<file path="src/rtl/spi_cfg_pkg.sv">
package spi_cfg_pkg;
  localparam int FRAME_BITS = 16;
  localparam int DUMMY_BITS = 7;
  localparam int DATA_BITS  = 8;

  typedef enum logic [3:0] {
    ST_IDLE,
    ST_PRE,
    ST_SU1,
    ST_SH1,
    ST_HD1,
    ST_GAP,
    ST_SU2,
    ST_SH2,
    ST_HD2
  } rd_state_t;
endpackage

</file>
<file path="src/rtl/spi_cfg_seq.sv">
module spi_cfg_seq
  import spi_cfg_pkg::*;
#(
  parameter int HALF_CYC = 4,
  parameter int SU_CYC   = 4,
  parameter int HD_CYC   = 4,
  parameter int CSH_CYC  = 8
) (
  input  logic      clk,
  input  logic      rst_n,
  input  logic      start_i,
  output rd_state_t st_o,
  output logic      sclk_o,
  output logic      load_o,
  output logic      shift_o,
  output logic      sample_o,
  output logic      fin_o
);
  localparam int M1   = (HALF_CYC > SU_CYC) ? HALF_CYC : SU_CYC;
  localparam int M2   = (HD_CYC > CSH_CYC) ? HD_CYC : CSH_CYC;
  localparam int MAXV = (M1 > M2) ? M1 : M2;
  localparam int CW   = (MAXV > 1) ? $clog2(MAXV) : 1;
  localparam int BW   = $clog2(FRAME_BITS);
  localparam logic [CW-1:0] HALF_L = CW'(HALF_CYC - 1);
  localparam logic [CW-1:0] SU_L   = CW'(SU_CYC - 1);
  localparam logic [CW-1:0] HD_L   = CW'(HD_CYC - 1);
  localparam logic [CW-1:0] CSH_L  = CW'(CSH_CYC - 1);
  localparam logic [BW-1:0] LAST   = BW'(FRAME_BITS - 1);

  rd_state_t       st_q, st_d;
  logic [CW-1:0]   cnt_q, cnt_d;
  logic [BW-1:0]   bit_q, bit_d;
  logic            sclk_q, sclk_d;
  logic            tick;

  assign tick = (cnt_q == '0);

  always_comb begin
    st_d     = st_q;
    cnt_d    = cnt_q;
    bit_d    = bit_q;
    sclk_d   = sclk_q;
    load_o   = 1'b0;
    shift_o  = 1'b0;
    sample_o = 1'b0;
    fin_o    = 1'b0;
    if (!tick && st_q != ST_IDLE) cnt_d = cnt_q - 1'b1;
    case (st_q)
      ST_IDLE: if (start_i) begin
        st_d   = ST_PRE;
        cnt_d  = SU_L;
        load_o = 1'b1;
      end
      ST_PRE: if (tick) begin
        st_d  = ST_SU1;
        cnt_d = SU_L;
      end
      ST_SU1, ST_SU2: if (tick) begin
        st_d   = (st_q == ST_SU1) ? ST_SH1 : ST_SH2;
        cnt_d  = HALF_L;
        bit_d  = '0;
        sclk_d = 1'b0;
      end
      ST_SH1, ST_SH2: if (tick) begin
        cnt_d = HALF_L;
        if (!sclk_q) begin
          sclk_d   = 1'b1;
          sample_o = (st_q == ST_SH2);
        end else begin
          sclk_d = 1'b0;
          if (bit_q == LAST) begin
            st_d  = (st_q == ST_SH1) ? ST_HD1 : ST_HD2;
            cnt_d = HD_L;
          end else begin
            bit_d   = bit_q + 1'b1;
            shift_o = (st_q == ST_SH1);
          end
        end
      end
      ST_HD1: if (tick) begin
        st_d  = ST_GAP;
        cnt_d = CSH_L;
      end
      ST_GAP: if (tick) begin
        st_d  = ST_SU2;
        cnt_d = SU_L;
      end
      ST_HD2: if (tick) begin
        st_d  = ST_IDLE;
        fin_o = 1'b1;
      end
      default: st_d = ST_IDLE;
    endcase
  end

  always_ff @(posedge clk or negedge rst_n) begin
    if (!rst_n) begin
      st_q   <= ST_IDLE;
      cnt_q  <= '0;
      bit_q  <= '0;
      sclk_q <= 1'b0;
    end else begin
      st_q   <= st_d;
      cnt_q  <= cnt_d;
      bit_q  <= bit_d;
      sclk_q <= sclk_d;
    end
  end

  assign st_o   = st_q;
  assign sclk_o = sclk_q;

  logic in_frame;
  assign in_frame = (st_q inside {ST_SU1, ST_SH1, ST_HD1, ST_SU2, ST_SH2, ST_HD2});

  p_sclk_low_cs_fall_r2: assert property (@(posedge clk) disable iff (!rst_n)
    $rose(in_frame) |-> (!sclk_q && $past(!sclk_q)));
  p_sclk_low_cs_rise_r2: assert property (@(posedge clk) disable iff (!rst_n)
    $fell(in_frame) |-> !sclk_q);
  p_clock_in_shift_r3: assert property (@(posedge clk) disable iff (!rst_n)
    sclk_q |-> (st_q == ST_SH1 || st_q == ST_SH2));
  p_start_ignored_r9: assert property (@(posedge clk) disable iff (!rst_n)
    (st_q != ST_IDLE) |=> (st_q != ST_PRE || $past(st_q) == ST_PRE));
endmodule

</file>
<file path="src/rtl/spi_cfg_shift.sv">
module spi_cfg_shift
  import spi_cfg_pkg::*;
(
  input  logic                  clk,
  input  logic                  rst_n,
  input  logic                  load_i,
  input  logic [FRAME_BITS-1:0] cmd_i,
  input  logic                  shift_i,
  input  logic                  sample_i,
  input  logic                  sdio_i,
  output logic                  tx_msb_o,
  output logic [FRAME_BITS-1:0] rx_o
);
  logic [FRAME_BITS-1:0] tx_q, tx_d, rx_q, rx_d;
  logic                  tx_en, rx_en;

  assign tx_en = load_i | shift_i;
  assign rx_en = sample_i;

  always_comb begin
    tx_d = load_i ? cmd_i : {tx_q[FRAME_BITS-2:0], 1'b0};
    rx_d = {rx_q[FRAME_BITS-2:0], sdio_i};
  end

  always_ff @(posedge clk or negedge rst_n) begin
    if (!rst_n) begin
      tx_q <= '0;
      rx_q <= '0;
    end else begin
      if (tx_en) tx_q <= tx_d;
      if (rx_en) rx_q <= rx_d;
    end
  end

  assign tx_msb_o = tx_q[FRAME_BITS-1];
  assign rx_o     = rx_q;

  p_tx_hold_r3: assert property (@(posedge clk) disable iff (!rst_n)
    (!load_i && !shift_i) |=> $stable(tx_q));
endmodule

</file>
<file path="src/rtl/spi_cfg_result.sv">
module spi_cfg_result
  import spi_cfg_pkg::*;
(
  input  logic                  clk,
  input  logic                  rst_n,
  input  logic                  fin_i,
  input  logic [FRAME_BITS-1:0] rx_i,
  output logic [DATA_BITS-1:0]  data_o,
  output logic                  perr_o,
  output logic                  done_o
);
  logic [DATA_BITS-1:0] data_q, data_d;
  logic                 perr_q, perr_d, done_q;

  always_comb begin
    data_d = rx_i[DATA_BITS:1];
    perr_d = ~(^rx_i[DATA_BITS:0]);
  end

  always_ff @(posedge clk or negedge rst_n) begin
    if (!rst_n) begin
      data_q <= '0;
      perr_q <= 1'b0;
      done_q <= 1'b0;
    end else begin
      done_q <= fin_i;
      if (fin_i) begin
        data_q <= data_d;
        perr_q <= perr_d;
      end
    end
  end

  assign data_o = data_q;
  assign perr_o = perr_q;
  assign done_o = done_q;

  p_done_single_r8: assert property (@(posedge clk) disable iff (!rst_n)
    done_q |=> !done_q);
  p_result_held_r6: assert property (@(posedge clk) disable iff (!rst_n)
    !done_q |-> ($stable(data_q) && $stable(perr_q)));
endmodule

</file>
<file path="src/rtl/spi_cfg_reader.sv">
module spi_cfg_reader
  import spi_cfg_pkg::*;
#(
  parameter int HALF_CYC = 4,
  parameter int SU_CYC   = 4,
  parameter int HD_CYC   = 4,
  parameter int CSH_CYC  = 8
) (
  input  logic        clk,
  input  logic        rst_n,
  input  logic        start_i,
  input  logic [15:0] cmd_i,
  input  logic        sdio_i,
  output logic        busy_o,
  output logic        done_o,
  output logic [7:0]  data_o,
  output logic        perr_o,
  output logic        cs_n_o,
  output logic        sclk_o,
  output logic        sclk_oe_o,
  output logic        sdio_o,
  output logic        sdio_oe_o
);
  logic [1:0] rst_sync_q;
  logic       rst_int_n;

  always_ff @(posedge clk or negedge rst_n) begin
    if (!rst_n) rst_sync_q <= 2'b00;
    else        rst_sync_q <= {rst_sync_q[0], 1'b1};
  end
  assign rst_int_n = rst_sync_q[1];

  rd_state_t             st;
  logic                  load, shift, sample, fin, tx_msb;
  logic [FRAME_BITS-1:0] rx;

  spi_cfg_seq #(
    .HALF_CYC(HALF_CYC), .SU_CYC(SU_CYC), .HD_CYC(HD_CYC), .CSH_CYC(CSH_CYC)
  ) u_seq (
    .clk(clk), .rst_n(rst_int_n), .start_i(start_i), .st_o(st), .sclk_o(sclk_o),
    .load_o(load), .shift_o(shift), .sample_o(sample), .fin_o(fin)
  );

  spi_cfg_shift u_shift (
    .clk(clk), .rst_n(rst_int_n), .load_i(load), .cmd_i(cmd_i), .shift_i(shift),
    .sample_i(sample), .sdio_i(sdio_i), .tx_msb_o(tx_msb), .rx_o(rx)
  );

  spi_cfg_result u_res (
    .clk(clk), .rst_n(rst_int_n), .fin_i(fin), .rx_i(rx),
    .data_o(data_o), .perr_o(perr_o), .done_o(done_o)
  );

  assign busy_o    = (st != ST_IDLE);
  assign sclk_oe_o = busy_o;
  assign cs_n_o    = !(st inside {ST_SU1, ST_SH1, ST_HD1, ST_SU2, ST_SH2, ST_HD2});
  assign sdio_oe_o = (st == ST_SU1 || st == ST_SH1);
  assign sdio_o    = sdio_oe_o & tx_msb;

  p_no_drive_answer_r5: assert property (@(posedge clk) disable iff (!rst_int_n)
    (st == ST_SU2 || st == ST_SH2 || st == ST_HD2) |-> !sdio_oe_o);
  p_drive_inside_cs_r4: assert property (@(posedge clk) disable iff (!rst_int_n)
    sdio_oe_o |-> !cs_n_o);
  p_done_idle_r8: assert property (@(posedge clk) disable iff (!rst_int_n)
    done_o |-> (!busy_o && cs_n_o && !sclk_oe_o));
endmodule

</file>
<file path="config.mk">
export PLATFORM = sky130hd
export DESIGN_NAME = spi_cfg_reader
export DESIGN_NICKNAME = d
export VERILOG_FILES = /design/src/rtl/spi_cfg_pkg.sv /design/src/rtl/spi_cfg_seq.sv /design/src/rtl/spi_cfg_shift.sv /design/src/rtl/spi_cfg_result.sv /design/src/rtl/spi_cfg_reader.sv
export SDC_FILE = /design/constraint.sdc
export NUM_CORES = 1
export LEC_CHECK = 0
export BUFFER_PORTS_ARGS = -buffer_cell sky130_fd_sc_hd__buf_2
export CAP_MARGIN = 20
export CORE_ASPECT_RATIO = 0.8
export CORE_MARGIN = 2
export CORE_UTILIZATION = 45
export CTS_CLUSTER_SIZE = 20
export DETAILED_ROUTE_END_ITERATION = 10
export PLACE_DENSITY = 0.69
export SLEW_MARGIN = 20
export SYNTH_ARGS = -nofsm -noshare
export SYNTH_HDL_FRONTEND = slang
export SYNTH_SLANG_ARGS = --single-unit
export TNS_END_PERCENT = 5
</file>
<file path="constraint.sdc">
create_clock -name clk -period 1.85 [get_ports clk]
set_clock_uncertainty 0.05 [all_clocks]
set_input_delay 0.185 -clock clk [delete_from_list [all_inputs] [get_ports clk]]
set_output_delay 0.185 -clock clk [all_outputs]
set_load 0.05 [all_outputs]
</file>
==> results of run 1 <==
==> stage by stage <==
stage | util [%] | power, mW | hold slack, ns | cells | cell area [sq um]
after floorplan | - | 2.59 | -0.161 | 198 | 2350
after global placement | 53.7 | 2.97 | -0.0782 | 302 | 2690
after detailed placement | 53.7 | 3.01 | -0.0790 | 302 | 2690
after CTS | 56.1 | 3.68 | 0.0158 | 313 | 2810
after global routing | 56.7 | 3.96 | 0.0300 | 313 | 2840
final | 56.7 | 3.69 | 0.0219 | 313 | 2840
==> synthesized netlist by cell type (all sizes together), types with 2 or more instances <==
library cell / n / share of area (%)
xnor2: 7 / 2.6
dfrtp: 49 / 52
a21oi: 5 / 1.1
a22o: 16 / 6.0
nand2: 8 / 1.3
nor2: 14 / 2.3
a21o: 13 / 4.2
o21ai: 4 / 0.85
and2: 2 / 0.53
nand4b: 2 / 1.0
nand3: 4 / 0.85
nand2b: 3 / 0.80
ha: 3 / 1.6
nor3: 5 / 1.1
inv: 5 / 0.80
mux2: 19 / 9.1
mux2i: 3 / 1.3
clkbuf: 6 / 0.96
buf: 7 / 2.5
==> area by class of cell <==
type | count | area, sq um
Tap cell | 62 | 77.6
Timing Repair Buffer | 58 | 373
Clock buffer | 7 | 86.3
Fill cell | 434 | 2170
Clock inverter | 1 | 7.51
Inverter | 5 | 18.8
Sequential cell | 49 | 1230
Multi-Input combinational cell | 131 | 1050
==> cells in the final DEF, fill, tap and decap left out, drive strengths merged, types with 2 or more instances in the layout <==
cell,Yosys,layout
nand2b,3,3
nand4b,2,2
a21o,13,13
mux2i,3,3
a22o,16,16
o21ai,4,4
nor2,14,14
a21oi,5,5
xnor2,7,7
clkbuf,6,7
nor3,5,5
inv,5,5
and2,2,2
mux2,19,19
nand2,8,8
nand3,4,4
buf,7,57
dfrtp,49,49
ha,3,3
==> power by group through the flow <==
stage | clock, mW | combinational [mW] | sequential [mW]
after floorplan | 0 | 1.04 | 1.56
after global placement | 0 | 1.40 | 1.57
after detailed placement | 0 | 1.43 | 1.58
after CTS | 0.670 | 1.45 | 1.56
after global routing | 0.709 | 1.64 | 1.62
final | 0.649 | 1.47 | 1.57
==> repair_timing <==
| action | 4_1_cts | 5_1_grt |
|---|---|---|
| resized for setup | 1 | 9 |
| setup endpoints to repair | 1 | 16 |
| hold buffers | 1 | 0 |
| buffers inserted | 2 | 0 |
| endpoints found under the hold margin | 2 | 0 |
==> worst paths after layout <==
path,depth (start not counted),to,slack (ns),from
setup / recovery,6,u_shift.tx_q[14],0.05,u_seq.st_o[3]
hold / removal,3,u_shift.tx_q[0],0.02,cmd_i[0]
setup reg to reg,6,u_shift.tx_q[14],0.05,u_seq.st_o[3]
hold reg to reg,0,u_seq.cnt_q[1],0.29,rst_sync_q[1]
max in group asynchronous,1,u_res.data_o[0],0.92,rst_sync_q[1]
min in group asynchronous,2,rst_sync_q[1],0.15,rst_n
==> layer usage <==
layer	part of all wire (%)	vias to the layer above	global-route usage, %
met2	44	32	26.8
met1	51	799	24.0
met3	4.1	5	3.33
met5	0	-	0
li1	-	814	-
met4	0.89	0	5.36
==> critical path: stages, from the launching register on <==
cell and delay [ns]:
dfrtp_1 0.40, buf_4 0.15, or3b_4 0.40, nor3b_4 0.22, buf_4 0.21, mux2i_1 0.19, a21oi_1 0.08
==> state kept, by name (all words and copies together) (netlist names) <==
| register | flops |
|---|---|
| u_shift.tx_q | 16 |
| u_seq.st_o | 4 |
| u_seq.sclk_o | 1 |
| u_seq.cnt_q | 3 |
| u_res.perr_o | 1 |
| u_shift.rx_o | 9 |
| u_res.data_o | 8 |
| u_res.done_o | 1 |
| rst_sync_q | 2 |
| u_seq.bit_q | 4 |
==> cells by family after synthesis <==
logic type / after synthesis
buffers and inverters: 18
muxes: 22
adders and majority gates: 3
xor gates and xnor gates: 9
and+or+nand+nor: 47
other: 1
DFF: 49
AOI/OAI and AO/OA: 49
==> summary.md, run 1 <==
| Metric | Value |
|---|---|
| Clock-pin slew on the worst setup and hold paths | 0.09 ns |
| First-pass iteration count of the detailed router | 4 |
| Rows | 23 |
| Number of synthesized register bits | 49 |
| WP data required | 1.99 ns |
| Final setup TNS | 0 ns |
| Routed len/inst | 14.4 um |
| Sw power | 1.31 mW |
| Synthesized area | 2350 sq um |
| VDD IR max | 0.648 mV |
| Fin crit share | 97.4% |
| Reg power frac | 42.5% |
| H-tree level count | 2 |
| Number of diodes | 0 |
| Crit path DAT | 1.94 ns |
| Comb pwr share | 39.9% |
| Ys flop type | dfrtp_1 |
| Clock power frac | 17.6% |
| Largest family of logic cells by synthesized area | compound AO/OA/AOI/OAI gates |
| DRT iter0 DRCs | 79 |
| Largest net degree at the start of global routing | 32 |
| Share of the yosys chip area belonging to registers | 52.2% |
| Die Ht | 68.6 um |
| Synth Instances | 198 |
| Clock Root Buffer | clkbuf_8 |
| Gr usage total | 17.0% |
| F_max | 555 MHz |
| Post-layout nets | 273 |
| Leakage | 1.43 nW |
| Switch share | 35.6% |
| Pwr dens | 1300 nW/um^2 |
| Final WS setup | 0.0479 ns |
| Final Hold Vio Count | 0 |
| Post-synth EDFFs | 0 |
| Unique masters post-synth | 48 |
| Die area | 5820 sq um |
| Routed wire length | 4520 um |
| Slew headroom | 51.4% |
| Initial core utilization | 46.9% |
| CTS max path bufs | 2 |
| P_int | 2.38 mW |
| Initial antenna violation count | 0 |
| Synth Area in Compound Gates | 15.8% |
| Number of max-cap violations | 0 |
| Crit path kind | register to register |
| Antenna Nets Post-Route | 0 |
| GRT overflow | 0 |
| Die W | 84.8 um |
| Synth Area in Simple Gates | 11.6% |
| Vias in the first global route | 1623 |
| Clock sinks | 49 |
| Pre-CTS WS | 0.0178 ns |
| CP Launch Type | register |
| CP Max Fanout | 10 |
| CTS buffer count | 5 |
| Syn nets | 221 |
| Slew Limit Fails | 0 |
| GPL Wtd Cong | 0.818 |
| First-pass GRT wire length | 7690 um |
| Yosys warnings | 0 |
| Least-Margin Pin Slew | 0.728 ns |
| CP endpoint kind | register |
| RSZ-0062 raised after global routing | true |
| Core ar. | 5010 sq um |
| Routed vias/inst | 5.27 |
| Area Growth Syn to Fin | 20.9% |
| Dpl hpwl | 3220 um |
| Async S/R FF share, synth | 100% |
| Worst-Skew Late Latency | 0.30 ns |
| Status | complete, no violations |
| Final Setup Violations | 0 |
| Total number of vias | 1650 |
| Worst hold path class | input port to register |
| Min Tclk post-route | 1.80 ns |
| Share of cells above drive strength 1 | 35.5% |
| Syn avg cell area | 11.9 sq um |
| Adder-cell share of the synthesized area | 1.60% |
| CTS tree | done |
| Xor and xnor area share after synthesis | 3.94% |
| # IOs | 36 |
| Mux contribution to synthesized area | 10.4% |
| IO Port Bufs | 35 |
| DRC viols | 0 |
No activity file was read; power rests on OpenSTA's default activity.
==> run 2, diff against run 1 <==
--- a/config.mk
+++ b/config.mk
@@ -10,6 +10,7 @@
 export CORE_ASPECT_RATIO = 0.8
 export CORE_MARGIN = 2
 export CORE_UTILIZATION = 45
+export CTS_BUF_LIST = sky130_fd_sc_hd__clkbuf_8 sky130_fd_sc_hd__clkbuf_16
 export CTS_CLUSTER_SIZE = 20
 export DETAILED_ROUTE_END_ITERATION = 10
 export PLACE_DENSITY = 0.69
==> run 2 against run 1 <==
Against the previous run: worst setup slack is essentially flat; largest cell class unchanged; routed wire length is essentially flat; highest routed layer unchanged; worst hold slack is essentially flat; critical path depth shrank 1; register-to-register slack is essentially flat; fmax is essentially flat; utilization is the same; via count grew 0.24%; final cell count is the same.
==> summary.md, run 2 (synthesis results as in run 1) <==
| Metric | Value |
|---|---|
| Critical path's slowest cell | dfrtp_1 |
| Layout fillers | 434 (unchanged) |
| Met2 routed WL | 1990 um (+0.15%) |
| Worst hold path class | input port to register |
| Slew headroom | 51.4% (about the same) |
| Rows | 23 (unchanged) |
| Hold slack final | 0.0215 ns (-0.000387 ns) |
| RSZ-0062 raised after global routing | true |
| Crit path launch | u_seq.st_o[1] |
| Clock Root Buffer | clkbuf_8 |
| Core ar. | 5010 sq um (unchanged) |
| CTS max path bufs | 2 (unchanged) |
| Most common cell after layout, fill and taps aside | dfrtp_1 |
| Die W | 84.8 um (unchanged) |
| DRC viols | 0 (unchanged) |
| Gr usage total | 17.0% (unchanged) |
| Die Ht | 68.6 um (unchanged) |
| M1 WL | 2310 um (about the same) |
| CP Launch Type | register |
| Number of flip-flops in the largest register | 16 (unchanged) |
| Vias in the first global route | 1623 (unchanged) |
| Total number of vias | 1654 (+0.24%) |
| GRT overflow | 0 (unchanged) |
| VDD IR max | 0.648 mV (about the same) |
| Slowest cell delay on critical path | 0.44 ns (+0.04 ns) |
| Number of diodes | 0 (unchanged) |
| Antenna Nets Post-Route | 0 (unchanged) |
| Die area | 5820 sq um (unchanged) |
| Pwr dens | 1300 nW/um^2 (-0.13%) |
| Fin crit share | 97.4% (about the same) |
| Dpl hpwl | 3220 um (unchanged) |
| Critical-path cell list | buf_4, nor2_2, mux2i_1, o21a_1, buf_2 |
| Clock sinks | 49 (unchanged) |
| WL met3 | 187 um (unchanged) |
| DRT iter0 DRCs | 79 (unchanged) |
| CP endpoint kind | primary output |
| # IOs | 36 (unchanged) |
| Crit path kind | register to primary output |
| CTS tree | done |
| Min Tclk post-route | 1.80 ns (-0.000442 ns) |
| Routed vias/inst | 5.28 (+0.24%) |
| Reg with most FFs | u_shift.tx_q |
| Worst R2R Start | u_seq.st_o[3] |
| Share of cells above drive strength 1 | 35.5% (unchanged) |
| WP data required | 1.62 ns (-0.37 ns) |
| Util after Layout | 56.7% (unchanged) |
| Area Growth Syn to Fin | 20.9% (unchanged) |
| GPL Wtd Cong | 0.818 (unchanged) |
| Slew Limit Fails | 0 (unchanged) |
| H-tree level count | 2 (unchanged) |
| Status | complete, no violations |
| IO Port Bufs | 35 (unchanged) |
| F_max | 555 MHz (about the same) |
| First-pass iteration count of the detailed router | 4 (unchanged) |
| Buf/Inv on CP | 2 (unchanged) |
| Clock-pin slew on the worst setup and hold paths | 0.09 ns (about the same) |
| Final Setup Violations | 0 (unchanged) |
| Initial antenna violation count | 0 (unchanged) |
| CTS buffer count | 5 (unchanged) |
| First-pass GRT wire length | 7690 um (unchanged) |
| Largest net degree at the start of global routing | 32 (unchanged) |
| Initial core utilization | 46.9% (unchanged) |
| Crit path DAT | 1.57 ns (-0.37 ns) |
| Final setup TNS | 0 ns (unchanged) |
| CP delay by family, top | flip-flops |
| Most frequent cells in the layout | dfrtp_1, buf_2, buf_4 |
| Reg-to-reg slack, setup | 0.05 ns (about the same) |
| Routed len/inst | 14.4 um (about the same) |
| Final Hold Vio Count | 0 (unchanged) |
| Leakage | 1.43 nW (+0.29%) |
| CP Max Fanout | 7 (-3) |
| Top routing layer used | met4 |
| Number of max-cap violations | 0 (unchanged) |
| Least-Margin Pin Slew | 0.728 ns (+0.0000558 ns) |
| Post-layout nets | 273 (unchanged) |
| Routed wire length | 4520 um (about the same) |
| Hold path startpoint | cmd_i[0] |
| Worst-Skew Late Latency | 0.30 ns (about the same) |
## run 2: layer usage
layer | vias to the layer above | track usage (%)
li1 | 814 | -
met1 | 803 | 24.0
met2 | 32 | 26.8
met3 | 5 | 3.33
met4 | 0 | 5.36
met5 | - | 0
## run 2: final cells by class
cell class / count / area, sq um / share of cell area (%)
inverter: 5 / 18.8 / 0.661
sequential: 49 / 1230 / 43.3
multi-input combinational: 131 / 1050 / 36.8
tap: 62 / 77.6 / 2.73
timing repair buffer: 58 / 373 / 13.1
clock buffer: 6 / 82.6 / 2.91
clock inverter: 2 / 11.3 / 0.397
## run 2: tightest hold or removal path: cells and delay by family
family | cells | cell delay (ns)
AND/OR/NAND/NOR | 2 | 0.08
buffers and inverters | 1 | 0.07
## run 2: timing repair
action | in CTS | in global routing
resized for setup | 1 | 9
cloned | 0 | 0
setup endpoints to repair | 1 | 16
setup buffers | 2 | 0
hold buffers | 1 | 0
endpoints found under the hold margin | 2 | 0
## run 2: worst paths after layout
kind	end	depth (start not counted)
worst min register to register	u_shift.tx_q[13]	0
worst max register to register	u_shift.tx_q[14]	6
min in group asynchronous	rst_sync_q[1]	2
worst max-delay path	cs_n_o	5
max in group asynchronous	u_res.data_o[0]	1
worst min-delay path	u_shift.tx_q[0]	3
## run 2: through the flow
step / setup slack [ns] / total power, mW / std cells / instance area (sq um)
finish: 0.0483 / 3.69 / 313 / 2840
detailed placement: 0.0178 / 3.01 / 302 / 2690
global route: -0.0584 / 3.96 / 313 / 2840
global placement: 0.0857 / 2.97 / 302 / 2690
CTS: 0.00578 / 3.67 / 313 / 2810
floorplan: -0.0669 / 2.59 / 198 / 2350
## run 2: power breakdown
part / total, mW / internal (mW) / switching (mW)
sequential: 1.57 / 1.35 / 0.216
combinational: 1.47 / 0.720 / 0.753
clock: 0.644 / 0.299 / 0.346
total: 3.69 / 2.37 / 1.32
